<file path="config.mk">
export PLATFORM = sky130hd
export DESIGN_NAME = clkcfg_serial_slave
export DESIGN_NICKNAME = d
export VERILOG_FILES = /design/src/rtl/cfgser_pkg.sv /design/src/rtl/cfgser_ctrl.sv /design/src/rtl/cfgser_datapath.sv /design/src/rtl/clkcfg_serial_slave.sv
export SDC_FILE = /design/constraint.sdc
export NUM_CORES = 1
export LEC_CHECK = 0
export ABC_AREA = 1
export ABC_CLOCK_PERIOD_IN_PS = 5800
export BUFFER_PORTS_ARGS = -buffer_cell sky130_fd_sc_hd__buf_4
export CAP_MARGIN = 20
export CORE_MARGIN = 3
export CORE_UTILIZATION = 40
export CTS_BUF_LIST = sky130_fd_sc_hd__clkbuf_4
export DETAILED_ROUTE_END_ITERATION = 12
export GPL_TIMING_DRIVEN = 1
export MAX_ROUTING_LAYER = met4
export PLACE_DENSITY = 0.58
export SETUP_SLACK_MARGIN = 0.4
export SLEW_MARGIN = 20
export SYNTH_ARGS = -nofsm -noshare
export SYNTH_HDL_FRONTEND = slang
export SYNTH_SLANG_ARGS = --single-unit
</file>
<file path="constraint.sdc">
create_clock -name clk -period 5.8 [get_ports clk]
set_clock_uncertainty 0.2 [all_clocks]
set_input_delay 0.29 -clock clk [delete_from_list [all_inputs] [get_ports clk]]
set_output_delay 0.29 -clock clk [all_outputs]
set_load 0.02 [all_outputs]
</file>
<file path="src/rtl/cfgser_pkg.sv">
package cfgser_pkg;

  typedef struct packed {
    logic xferStart;
    logic rxShift;
    logic rxBit;
    logic commit;
    logic txLoad;
    logic txShift;
  } cfgStrobes_t;

  typedef enum logic [2:0] {
    ST_IDLE,
    ST_RX,
    ST_ACK,
    ST_TX,
    ST_MACK
  } ctrlState_t;

endpackage

</file>
<file path="src/rtl/cfgser_ctrl.sv">
module cfgser_ctrl
  import cfgser_pkg::*;
#(
  parameter logic [6:0] DEV_ADDR = 7'h69
) (
  input  logic        clk,
  input  logic        rstN,
  input  logic        sclIn,
  input  logic        sdaIn,
  input  logic [7:0]  rxByte,
  input  logic        loadMsb,
  input  logic        shiftMsb,
  output cfgStrobes_t stb,
  output logic        sdaOe
);

  localparam int SYNC_STAGES = 2;
  localparam logic [3:0] BITS_PER_BYTE = 4'd8;

  logic [SYNC_STAGES-1:0] sclSync, sdaSync;
  logic sclPrev, sdaPrev;
  logic sclS, sdaS;
  logic sclRise, sclFall, startDet, stopDet, busy;

  ctrlState_t state;
  logic [3:0] bitCnt;
  logic       isAddr, isRead, masterAck;

  assign sclS = sclSync[SYNC_STAGES-1];
  assign sdaS = sdaSync[SYNC_STAGES-1];

  always_ff @(posedge clk) begin
    if (!rstN) begin
      sclSync <= '1;
      sdaSync <= '1;
      sclPrev <= 1'b1;
      sdaPrev <= 1'b1;
    end else begin
      sclSync <= {sclSync[SYNC_STAGES-2:0], sclIn};
      sdaSync <= {sdaSync[SYNC_STAGES-2:0], sdaIn};
      sclPrev <= sclS;
      sdaPrev <= sdaS;
    end
  end

  assign sclRise  = sclS & ~sclPrev;
  assign sclFall  = ~sclS & sclPrev;
  assign startDet = sclS & sclPrev & sdaPrev & ~sdaS;
  assign stopDet  = sclS & sclPrev & ~sdaPrev & sdaS;
  assign busy     = ~(startDet | stopDet);

  always_comb begin
    stb.xferStart = startDet;
    stb.rxShift   = busy & (state == ST_RX) & sclRise;
    stb.rxBit     = sdaS;
    stb.commit    = busy & (state == ST_RX) & sclFall & (bitCnt == BITS_PER_BYTE) & ~isAddr;
    stb.txLoad    = busy & sclFall &
                    (((state == ST_ACK) & isRead) | ((state == ST_MACK) & masterAck));
    stb.txShift   = busy & (state == ST_TX) & sclFall & (bitCnt != BITS_PER_BYTE);
  end

  always_ff @(posedge clk) begin
    if (!rstN) begin
      state     <= ST_IDLE;
      bitCnt    <= '0;
      isAddr    <= 1'b0;
      isRead    <= 1'b0;
      masterAck <= 1'b0;
      sdaOe     <= 1'b0;
    end else if (stopDet) begin
      state <= ST_IDLE;
      sdaOe <= 1'b0;
    end else if (startDet) begin
      state  <= ST_RX;
      bitCnt <= '0;
      isAddr <= 1'b1;
      isRead <= 1'b0;
      sdaOe  <= 1'b0;
    end else begin
      unique case (state)
        ST_RX: begin
          if (sclRise) begin
            bitCnt <= bitCnt + 4'd1;
          end else if (sclFall && bitCnt == BITS_PER_BYTE) begin
            if (!isAddr) begin
              sdaOe <= 1'b1;
              state <= ST_ACK;
            end else if (rxByte[7:1] == DEV_ADDR) begin
              sdaOe  <= 1'b1;
              isRead <= rxByte[0];
              state  <= ST_ACK;
            end else begin
              state <= ST_IDLE;
            end
          end
        end
        ST_ACK: begin
          if (sclFall) begin
            isAddr <= 1'b0;
            bitCnt <= '0;
            if (isRead) begin
              state <= ST_TX;
              sdaOe <= ~loadMsb;
            end else begin
              state <= ST_RX;
              sdaOe <= 1'b0;
            end
          end
        end
        ST_TX: begin
          if (sclRise) begin
            bitCnt <= bitCnt + 4'd1;
          end else if (sclFall) begin
            if (bitCnt == BITS_PER_BYTE) begin
              state <= ST_MACK;
              sdaOe <= 1'b0;
            end else begin
              sdaOe <= ~shiftMsb;
            end
          end
        end
        ST_MACK: begin
          if (sclRise) begin
            masterAck <= ~sdaS;
          end else if (sclFall) begin
            if (masterAck) begin
              state  <= ST_TX;
              bitCnt <= '0;
              sdaOe  <= ~loadMsb;
            end else begin
              state <= ST_IDLE;
            end
          end
        end
        default: ;
      endcase
    end
  end

  // drive moves only with the clock low, or is released on start/stop
  a_r10_drive_change_scl_low: assert property (@(posedge clk) disable iff (!rstN)
    (sdaOe != $past(sdaOe)) |-> (!$past(sclS) || $past(stopDet) || $past(startDet)));

  // a stop always leaves the line released
  a_r9_stop_releases: assert property (@(posedge clk) disable iff (!rstN)
    $past(stopDet) |-> !sdaOe);

  // nothing is driven while idle
  a_r2_idle_quiet: assert property (@(posedge clk) disable iff (!rstN)
    (state == ST_IDLE) |-> !sdaOe);

  // the bit counter never passes one byte
  a_r3_bitcnt_bound: assert property (@(posedge clk) disable iff (!rstN)
    bitCnt <= BITS_PER_BYTE);

endmodule

</file>
<file path="src/rtl/cfgser_datapath.sv">
module cfgser_datapath
  import cfgser_pkg::*;
#(
  parameter int NUM_REGS = 6
) (
  input  logic                  clk,
  input  logic                  rstN,
  input  cfgStrobes_t           stb,
  output logic [7:0]            rxByte,
  output logic                  loadMsb,
  output logic                  shiftMsb,
  output logic [NUM_REGS*8-1:0] regBank
);

  localparam int DUMMY_BYTES = 2;
  localparam int CNT_MAX     = NUM_REGS + DUMMY_BYTES;
  localparam int CNT_W       = $clog2(CNT_MAX + 1);
  localparam int PTR_W       = $clog2(NUM_REGS + 1);

  logic [7:0]       regs [NUM_REGS];
  logic [7:0]       txReg, loadByte;
  logic [CNT_W-1:0] wrCnt;
  logic [PTR_W-1:0] rdPtr;

  always_ff @(posedge clk) begin
    if (!rstN) rxByte <= '0;
    else if (stb.rxShift) rxByte <= {rxByte[6:0], stb.rxBit};
  end

  always_ff @(posedge clk) begin
    if (!rstN) wrCnt <= '0;
    else if (stb.xferStart) wrCnt <= '0;
    else if (stb.commit && wrCnt != CNT_W'(CNT_MAX)) wrCnt <= wrCnt + 1'b1;
  end

  genvar gi;
  generate
    for (gi = 0; gi < NUM_REGS; gi++) begin : g_reg
      localparam logic [7:0] RST_VAL = (gi == 0) ? 8'h00 : 8'hFF;
      always_ff @(posedge clk) begin
        if (!rstN) regs[gi] <= RST_VAL;
        else if (stb.commit && wrCnt == CNT_W'(gi + DUMMY_BYTES)) regs[gi] <= rxByte;
      end
      assign regBank[gi*8 +: 8] = regs[gi];
    end
  endgenerate

  always_comb begin
    loadByte = 8'hFF;
    for (int i = 0; i < NUM_REGS; i++) begin
      if (rdPtr == PTR_W'(i)) loadByte = regs[i];
    end
  end

  always_ff @(posedge clk) begin
    if (!rstN) begin
      rdPtr <= '0;
      txReg <= 8'hFF;
    end else if (stb.xferStart) begin
      rdPtr <= '0;
    end else if (stb.txLoad) begin
      txReg <= loadByte;
      if (rdPtr != PTR_W'(NUM_REGS)) rdPtr <= rdPtr + 1'b1;
    end else if (stb.txShift) begin
      txReg <= {txReg[6:0], 1'b1};
    end
  end

  assign loadMsb  = loadByte[7];
  assign shiftMsb = txReg[6];

  // a register moves only on a commit strobe from the control
  a_r5_regs_change_on_commit: assert property (@(posedge clk) disable iff (!rstN)
    (regBank != $past(regBank)) |-> $past(stb.commit));

  // the write counter saturates instead of wrapping
  a_r6_wrcnt_bound: assert property (@(posedge clk) disable iff (!rstN)
    wrCnt <= CNT_W'(CNT_MAX));

  // the read pointer parks one past the last register
  a_r8_rdptr_bound: assert property (@(posedge clk) disable iff (!rstN)
    rdPtr <= PTR_W'(NUM_REGS));

endmodule

</file>
<file path="src/rtl/clkcfg_serial_slave.sv">
module clkcfg_serial_slave
  import cfgser_pkg::*;
#(
  parameter int         NUM_REGS = 6,
  parameter logic [6:0] DEV_ADDR = 7'h69
) (
  input  logic                  clk,
  input  logic                  rstN,
  input  logic                  sclIn,
  input  logic                  sdaIn,
  output logic                  sdaDrvLow,
  output logic [NUM_REGS*8-1:0] regBank
);

  cfgStrobes_t stb;
  logic [7:0]  rxByte;
  logic        loadMsb, shiftMsb;

  cfgser_ctrl #(.DEV_ADDR(DEV_ADDR)) u_ctrl (
    .clk      (clk),
    .rstN     (rstN),
    .sclIn    (sclIn),
    .sdaIn    (sdaIn),
    .rxByte   (rxByte),
    .loadMsb  (loadMsb),
    .shiftMsb (shiftMsb),
    .stb      (stb),
    .sdaOe    (sdaDrvLow)
  );

  cfgser_datapath #(.NUM_REGS(NUM_REGS)) u_dp (
    .clk      (clk),
    .rstN     (rstN),
    .stb      (stb),
    .rxByte   (rxByte),
    .loadMsb  (loadMsb),
    .shiftMsb (shiftMsb),
    .regBank  (regBank)
  );

endmodule

</file>
==> results of run 1 <==
per-layer routing:
metal | part of all wire | track usage | vias to the layer above
met2 | 0.45 | 0.2883 | 109
met4 | 0.018 | 0.06245 | 0
li1 | - | - | 1952
met5 | 0 | - | -
met1 | 0.48 | 0.2592 | 1756
met3 | 0.049 | 0.04620 | 15
Yosys cell counts, types with 7 or more instances:
cell type  count  area share
clkbuf_1       7      0.0059
o21ai_0       15       0.017
ha_1          11       0.031
nor2_1        76       0.064
a21oi_1       33       0.037
edfxtp_1      48        0.32
nand2_1      205        0.17
inv_1         66       0.056
dfxtp_1       39        0.18
nand3_1       36       0.041
logic make-up (layout without fill, tap and decap cells):
logic type               Yosys count  after routing  share of synthesized area
AO/OA/AOI/OAI                     52             52                    0.06085
flip-flops                        87             87                     0.5003
AND/OR/NAND/NOR                  351            351                     0.3346
adder cells (fa/ha/maj)           11             11                    0.03099
buffers and inverters             85            143                    0.07324
how the worst min path moves through the flow:
stage	end	slack [ns]	cells after the start	start
3_5_place_dp	u_ctrl.sdaSync[1]	0.21	1	u_ctrl.sdaSync[0]
6_report	u_ctrl.sdaSync[1]	0.23	1	u_ctrl.sdaSync[0]
4_1_cts	u_ctrl.sdaSync[1]	0.24	1	u_ctrl.sdaSync[0]
5_1_grt	u_ctrl.sclSync[1]	0.25	1	u_ctrl.sclSync[0]
3_3_place_gp	u_ctrl.sclSync[1]	0.20	1	u_ctrl.sclSync[0]
2_1_floorplan	u_ctrl.sclSync[1]	0.19	1	u_ctrl.sclSync[0]
flip-flops by register name, summed over array words and instances, names as in the netlist:
| name | flops |
|---|---|
| u_dp.rxByte | 8 |
| u_dp.rdPtr | 3 |
| u_dp.wrCnt | 4 |
| u_ctrl.sclPrev | 1 |
| u_ctrl.sdaSync | 2 |
| u_dp.txReg | 7 |
| u_ctrl.isAddr | 1 |
| u_ctrl.masterAck | 1 |
| u_dp.regs | 48 |
| u_ctrl.sdaPrev | 1 |
| u_ctrl.isRead | 1 |
| u_ctrl.bitCnt | 4 |
| u_ctrl.sclSync | 2 |
| u_ctrl.sdaOe | 1 |
| u_ctrl.state | 3 |
worst register-to-register path, delay by kind of cell (launching register included):
| kind | cells | cell delay [ns] |
|---|---|---|
| and+or+nand+nor | 6 | 1.22 |
| DFF | 1 | 0.41 |
| buffers and inverters | 2 | 0.18 |
power breakdown:
group / internal (mW) / switching (mW)
logic: 0.0970 / 0.203
clock network: 0.129 / 0.211
registers: 0.672 / 0.0202
total: 0.898 / 0.434
stage by stage:
| step | std cells | instance area (um^2) | hold slack (ns) | util |
|---|---|---|---|---|
| 2_1_floorplan | 586 | 4442 | 0.1925 | - |
| 3_3_place_gp | 761 | 4947 | 0.1975 | 0.4687 |
| 3_5_place_dp | 761 | 4947 | 0.2052 | 0.4687 |
| 4_1_cts | 780 | 5109 | 0.2388 | 0.4840 |
| 5_1_grt | 780 | 5109 | 0.2470 | 0.4840 |
| 6_report | 780 | 5109 | 0.2323 | 0.4840 |
cells in the final DEF (no fill, tap or decap):
cell type	count
a21oi_1	33
a22oi_1	1
buf_4	52
bufinv_16	1
clkbuf_4	9
clkinv_2	2
clkinv_4	1
clkinvlp_4	1
dfxtp_1	39
dlygate4sd3_1	3
edfxtp_1	48
ha_1	11
inv_1	66
inv_2	8
nand2_1	205
nand2_2	4
nand3_1	36
nand3_2	3
nand3b_1	1
nand4_1	4
nor2_1	76
nor2_2	6
nor2_4	6
nor3_1	3
nor4_1	1
o211ai_1	1
o21ai_0	15
o21ai_2	1
o22ai_1	1
or2_2	6
final cells by class:
cell class              count  area (um^2)
repair buffers             55        420.4
inverters                  72        270.3
clock buffers               9        67.56
flip-flops and latches     87         2222
multi-input cells         414         1894
clock inverters             7        63.81
fillers                  1071         5446
well taps                 136        170.2
==> summary.txt, run 1 <==
Run status
  • Outcome: finished clean

Timing
  • Endpoints failing setup: 0
  • Final hold viol count: 0
  • Final Cycle Share: 0.4039
  • Min Tclk post-route: 2.343 ns
  • Setup ws final: 3.457 ns
  • Fmax achieved: 426.8 MHz
  • Fin. max-slew vios: 0
  • Setup TNS: 0 ns
  • RSZ-0062 raised after global routing: false
  • Tightest Pin Transition: 0.9525 ns
  • Relative slew slack: 0.3643

Critical path
  • CP Data Arrival Time: 2.25 ns
  • Register-to-Register Path Depth: 8
  • Critical path peak fanout: 11
  • CP max-delay cell: dfxtp_1
  • Setup crit end kind: register
  • Worst path most repeated cell: nand2_1
  • Crit Path Category: reg2reg
  • Crit start category: register
  • CP Launch Point: u_ctrl.sdaSync[1]
  • Crit path max-delay family: simple AND/OR/NAND/NOR gates
  • Worst EP required: 5.71 ns
  • Crit-path max cell delay: 0.41 ns
  • Flop-to-flop setup slack: 3.46 ns
  • Crit path depth: 8
  • Buf/Inv on CP: 2
  • Worst flop-to-flop path startpoint: u_ctrl.sdaSync[1]
  • R2r endpoint: u_dp.regs[1][1]
  • Crit path to: u_dp.regs[1][1]
  • Worst-path cell chain: inv_1, nand4_1, nand3_2, nor2_4, nand2_1, inv_2, nand2_2, nand2_1

Floorplanning
  • Core footprint: 10560 um^2
  • Site Rows: 37
  • Die W: 111.4 um
  • Starting Density: 0.4208
  • Die area: 12400 um^2
  • IO Count: 53
  • Die height: 111.4 um

Detailed routing
  • Avg WL per Cell: 14.64 um
  • 1st-iter DRT viols: 286
  • Drt pass-1 iters: 6
  • Drt drc: 0
  • Via count: 3832
  • Remaining antenna violation count: 0
  • Routed wire length: 11.42 mm
  • DR vias/cell: 4.913

Clock tree
  • Cts repair resizes: 0
  • Clock slew at reported path FFs: 0.13 ns
  • Skew-Pair Late Insertion Delay: 0.44 ns
  • CTS Hold Bufs: 3
  • CTS tree: built
  • Clock Root Buffer: clkbuf_4
  • CTS buffer count: 9
  • H-tree level count: 3
  • Clock sink count: 87
  • Clk buf depth: 2
  • Post-CTS repair timing setup buffer count: 0

GRT
  • Vias in the first global route: 3660
  • Largest net degree at the start of global routing: 24
  • Wire length of the first global-routing pass: 18.57 mm
  • Total global routing overflow: 0
  • Antenna violations before repair: 0
  • Total global routing track utilization: 0.1928

Cells and area
  • Nets: 654
  • Area Growth Syn to Fin: 15.01%
  • Antenna Cells: 0
  • Share of cells above drive strength 1: 0.1553

Synth
  • EDFF count, synth: 48
  • Synth warn: 0
  • Synth unique cells: 26
  • Synthesized net count: 601
  • Seq cells post-synth: 87
  • Async SR Flop Fraction: 0
  • Syn_area_per_cell: 7.580 um^2
  • Synth Cell Area: 4442 um^2
  • Ys flop type: edfxtp_1
  • Seq/Total Area, Yosys: 0.5003
  • Mapped Cells: 586

Place
  • RePlAce Congestion: 0.8576
  • DP HPWL: 8.424 mm
  • Dpl ws: 3.483 ns
  • Port bufs: 52

Flow run
  • Max-cap viol count: 0

Pwr
  • Total power: 1.332 mW
  • Worst IR drop on VDD: 0.2199 mV
  • PwrDens: 260.7 nW/um^2
  • Leakage: 2.138 nW

Hold path
  • Worst min path class: reg2reg
Note: power is estimated with default switching activity, not from simulation.
==> run 2, diff against run 1 <==
--- a/config.mk
+++ b/config.mk
@@ -5,8 +5,8 @@
 export SDC_FILE = /design/constraint.sdc
 export NUM_CORES = 1
 export LEC_CHECK = 0
-export ABC_AREA = 1
-export ABC_CLOCK_PERIOD_IN_PS = 5800
+export ABC_AREA = 0
+export ABC_CLOCK_PERIOD_IN_PS = 2000
 export BUFFER_PORTS_ARGS = -buffer_cell sky130_fd_sc_hd__buf_4
 export CAP_MARGIN = 20
 export CORE_MARGIN = 3
@@ -15,7 +15,7 @@
 export DETAILED_ROUTE_END_ITERATION = 12
 export GPL_TIMING_DRIVEN = 1
 export MAX_ROUTING_LAYER = met4
-export PLACE_DENSITY = 0.58
+export PLACE_DENSITY = 0.61
 export SETUP_SLACK_MARGIN = 0.4
 export SLEW_MARGIN = 20
 export SYNTH_ARGS = -nofsm -noshare
==> constraint.sdc (replaced) <==
create_clock -name clk -period 2 [get_ports clk]
set_clock_uncertainty 0.2 [all_clocks]
set_input_delay 0.1 -clock clk [delete_from_list [all_inputs] [get_ports clk]]
set_output_delay 0.1 -clock clk [all_outputs]
set_load 0.02 [all_outputs]
==> run 2 against run 1 <==
Net effect:
- the run now ends with negative setup slack left
- die area shrank 3.4%
- flip-flop and latch count is the same
- highest routed layer unchanged
- critical path type unchanged
- synthesized area shrank 3.6%
- count of clock-buffer cells in the layout grew 1
- synthesized cell count shrank 28%
- largest cell class is now multi-input combinational cells
- worst setup slack lost 3.7 ns
- utilization grew 12 points
- wire length grew 18%
- critical endpoint is now u_dp.regs[2][4]
- first-iteration DRC count shrank 16%
- non-clock buffer count grew 76
- sequential share of layout area shrank 8.1 points
- cell area grew 23%
==> summary.txt, run 2 <==
Synth
  • Most frequent cell after synthesis: edfxtp_1
  • EDFF count, synth: 48
  • Async SR Flop Fraction: 0
  • Area share of the largest cell type after synthesis: 0.3366
  • Synthesized net count: 439
  • Synth Cell Area: 4282 um^2
  • Seq/Total Area, Yosys: 0.5190
  • Synth area leaders: edfxtp_1 (34%), dfxtp_1 (18%), or2_1 (4.8%), ha_1 (3.2%), nand2_1 (3.2%)
  • Synth warn: 0
  • Synth unique cells: 56
  • Post-synth top area cell: edfxtp_1
  • Syn_area_per_cell: 10.10 um^2
  • Seq cells post-synth: 87
  • Mapped Cells: 424
  • Ys flop type: edfxtp_1
  • List of most frequent post-synthesis cells: edfxtp_1 (48), dfxtp_1 (39), nand2_1 (36), or2_1 (33)

Cells and area
  • Max reg flops: 48
  • Share of cells above drive strength 1: 0.4491
  • Most frequent cells in the layout: buf_4 (106), edfxtp_1 (48), or2_1 (32), dfxtp_1 (31), nand2_1 (25)
  • Biggest register: u_dp.regs
  • Nets: 560
  • Most common cell after layout, fill and taps aside: buf_4
  • Biggest regs: u_dp.regs: 48 flops, u_dp.rxByte: 8 flops, u_dp.txReg: 7 flops
  • Antenna Cells: 0
  • # fillers: 861
  • Area Growth Syn to Fin: 47.34%

Detailed routing
  • Remaining antenna violation count: 0
  • Avg WL per Cell: 19.56 um
  • DR vias/cell: 5.532
  • Via count: 3795
  • Drt drc: 0
  • Routed wire length: 13.42 mm
  • 1st-iter DRT viols: 239
  • Drt pass-1 iters: 5

GRT
  • Largest net degree at the start of global routing: 30
  • Antenna violations before repair: 0
  • Wire length of the first global-routing pass: 20.00 mm
  • Vias in the first global route: 3671
  • Total global routing track utilization: 0.2304
  • Total global routing overflow: 0

Clock tree
  • CTS tree: built
  • Clock slew at reported path FFs: 0.16 ns
  • CTS buffer count: 9
  • Skew-Pair Late Insertion Delay: 0.44 ns
  • H-tree level count: 3
  • Clk buf depth: 2
  • Clock sink count: 87
  • Clock Root Buffer: clkbuf_4

Floorplanning
  • Site Rows: 37
  • Core footprint: 10370 um^2
  • Die area: 11980 um^2
  • Starting Density: 0.4129
  • IO Count: 53
  • Die W: 109.5 um
  • Die height: 109.5 um

Timing
  • Setup TNS: -14.06 ns
  • Tightest Pin Transition: 0.4518 ns
  • RSZ-0062 raised after global routing: true
  • Endpoints failing setup: 84
  • Setup ws final: -0.2905 ns
  • Min Tclk post-route: 2.290 ns
  • WHS: 0.04576 ns
  • Fmax achieved: 436.6 MHz
  • Final hold viol count: 0
  • Relative slew slack: 0.6981
  • Fin. max-slew vios: 0
  • Final Cycle Share: 1.145

Hold path
  • Worst min path class: in2reg
  • Hold Crit Start: rstN

Pwr
  • Sw frac: 0.2271
  • Clock power share: 0.352
  • Gate power share: 0.057
  • Cell internal pwr: 2.489 mW
  • Leakage: 2.369 nW
  • Sequential share of power: 0.590
  • Total power: 3.220 mW
  • Worst IR drop on VDD: 0.3908 mV
  • Psw: 0.7312 mW
  • PwrDens: 510.4 nW/um^2

Critical path
  • Buf/Inv on CP: 0
  • Critical path peak fanout: 8
  • Worst EP required: 2.00 ns
  • CP Data Arrival Time: 2.29 ns
  • Crit path max-delay family: simple AND/OR/NAND/NOR gates
  • Worst-path cell chain: or3b_4, or3_4, and4bb_4, nand2_4, or2_1
  • Crit Path Category: reg2reg
  • Crit-path max cell delay: 0.39 ns
  • CP max-delay cell: or3_4
  • Crit start category: register
  • Worst flop-to-flop path startpoint: u_ctrl.state[0]
  • Setup crit end kind: register
  • CP Launch Point: u_ctrl.state[0]

Place
  • Dpl ws: -0.3078 ns
  • RePlAce Congestion: 0.8739
  • DP HPWL: 8.596 mm
  • Port bufs: 52

Run status
  • Outcome: finished, violations left
  • Failing checks: negative setup slack

Flow run
  • Max-cap viol count: 0
run 2: cell types whose count changed after synthesis, sizes merged, moves of 11 or more:
cell / before / now
clkbuf: 7 / 19
nand3: 39 / 9
or2: 6 / 33
nand2b: 0 / 11
inv: 72 / 24
nor2: 88 / 23
a21oi: 33 / 12
nand2: 209 / 39
a31oi: 0 / 11
run 2: layer usage:
metal / wire [um] / part of all wire / GRT usage / vias to the layer above
met2: 6588 / 0.49 / 0.3766 / 136
li1: - / - / - / 1774
met5: 0 / 0 / - / -
met4: 272 / 0.020 / 0.05966 / 0
met1: 5740 / 0.43 / 0.2975 / 1863
met3: 816 / 0.061 / 0.04052 / 22
run 2: cell type report:
type,count,area [um^2],area share
Multi-Input combinational cell,292,2530,0.4010
Sequential cell,87,2235,0.3542
Timing Repair Buffer,131,1120,0.1775
Tap cell,136,170.2,0.02697
Inverter,24,95.09,0.01507
Clock inverter,6,83.83,0.01329
Clock buffer,10,75.07,0.01190
run 2: worst paths after layout:
kind | endpoint | slack (ns) | depth (start not counted)
setup / recovery | u_dp.regs[2][4] | -0.29 | 5
hold / removal | u_dp.txReg[0] | 0.05 | 3
setup reg to reg | u_dp.regs[2][4] | -0.29 | 5
hold reg to reg | u_ctrl.sclSync[1] | 0.23 | 1
run 2: kinds of logic after synthesis:
group | after synthesis | share of synthesized area
AOI/OAI and AO/OA | 102 | 0.1663
buffers and inverters | 47 | 0.04208
and+or+nand+nor | 169 | 0.2227
adders and majority gates | 11 | 0.03214
muxes | 5 | 0.01169
DFF | 87 | 0.5190
xor gates and xnor gates | 3 | 0.006138
run 2: worst register-to-register path, cell delays in order (launching register included):
cell and delay, ns:
dfxtp_2 0.36, or3b_4 0.37, or3_4 0.39, and4bb_4 0.39
nand2_4 0.10, or2_1 0.24
run 2: stage by stage:
step,utilization,cells,instance area (um^2)
final,0.6083,686,6309
after global routing,0.6083,686,6309
after CTS,0.5770,677,5983
after detailed placement,0.5054,635,5241
after global placement,0.5054,635,5241
after floorplan,-,424,4471
run 2: power by group through the flow:
stage,clock network [mW],registers [mW],logic [mW]
floorplan,0,1.94,0.0757
global placement,0,1.94,0.140
detailed placement,0,1.94,0.141
CTS,1.15,1.90,0.172
global route,1.22,1.90,0.195
finish,1.13,1.90,0.185
run 2: timing repair:
action                     in CTS  in global routing
resized for setup              81                 53
cloned                          2                  0
hold endpoints to repair        6                  0
pin swaps                      32                 31
setup endpoints to repair     128                128
buffers inserted               18                  9
hold buffers                    6                  0
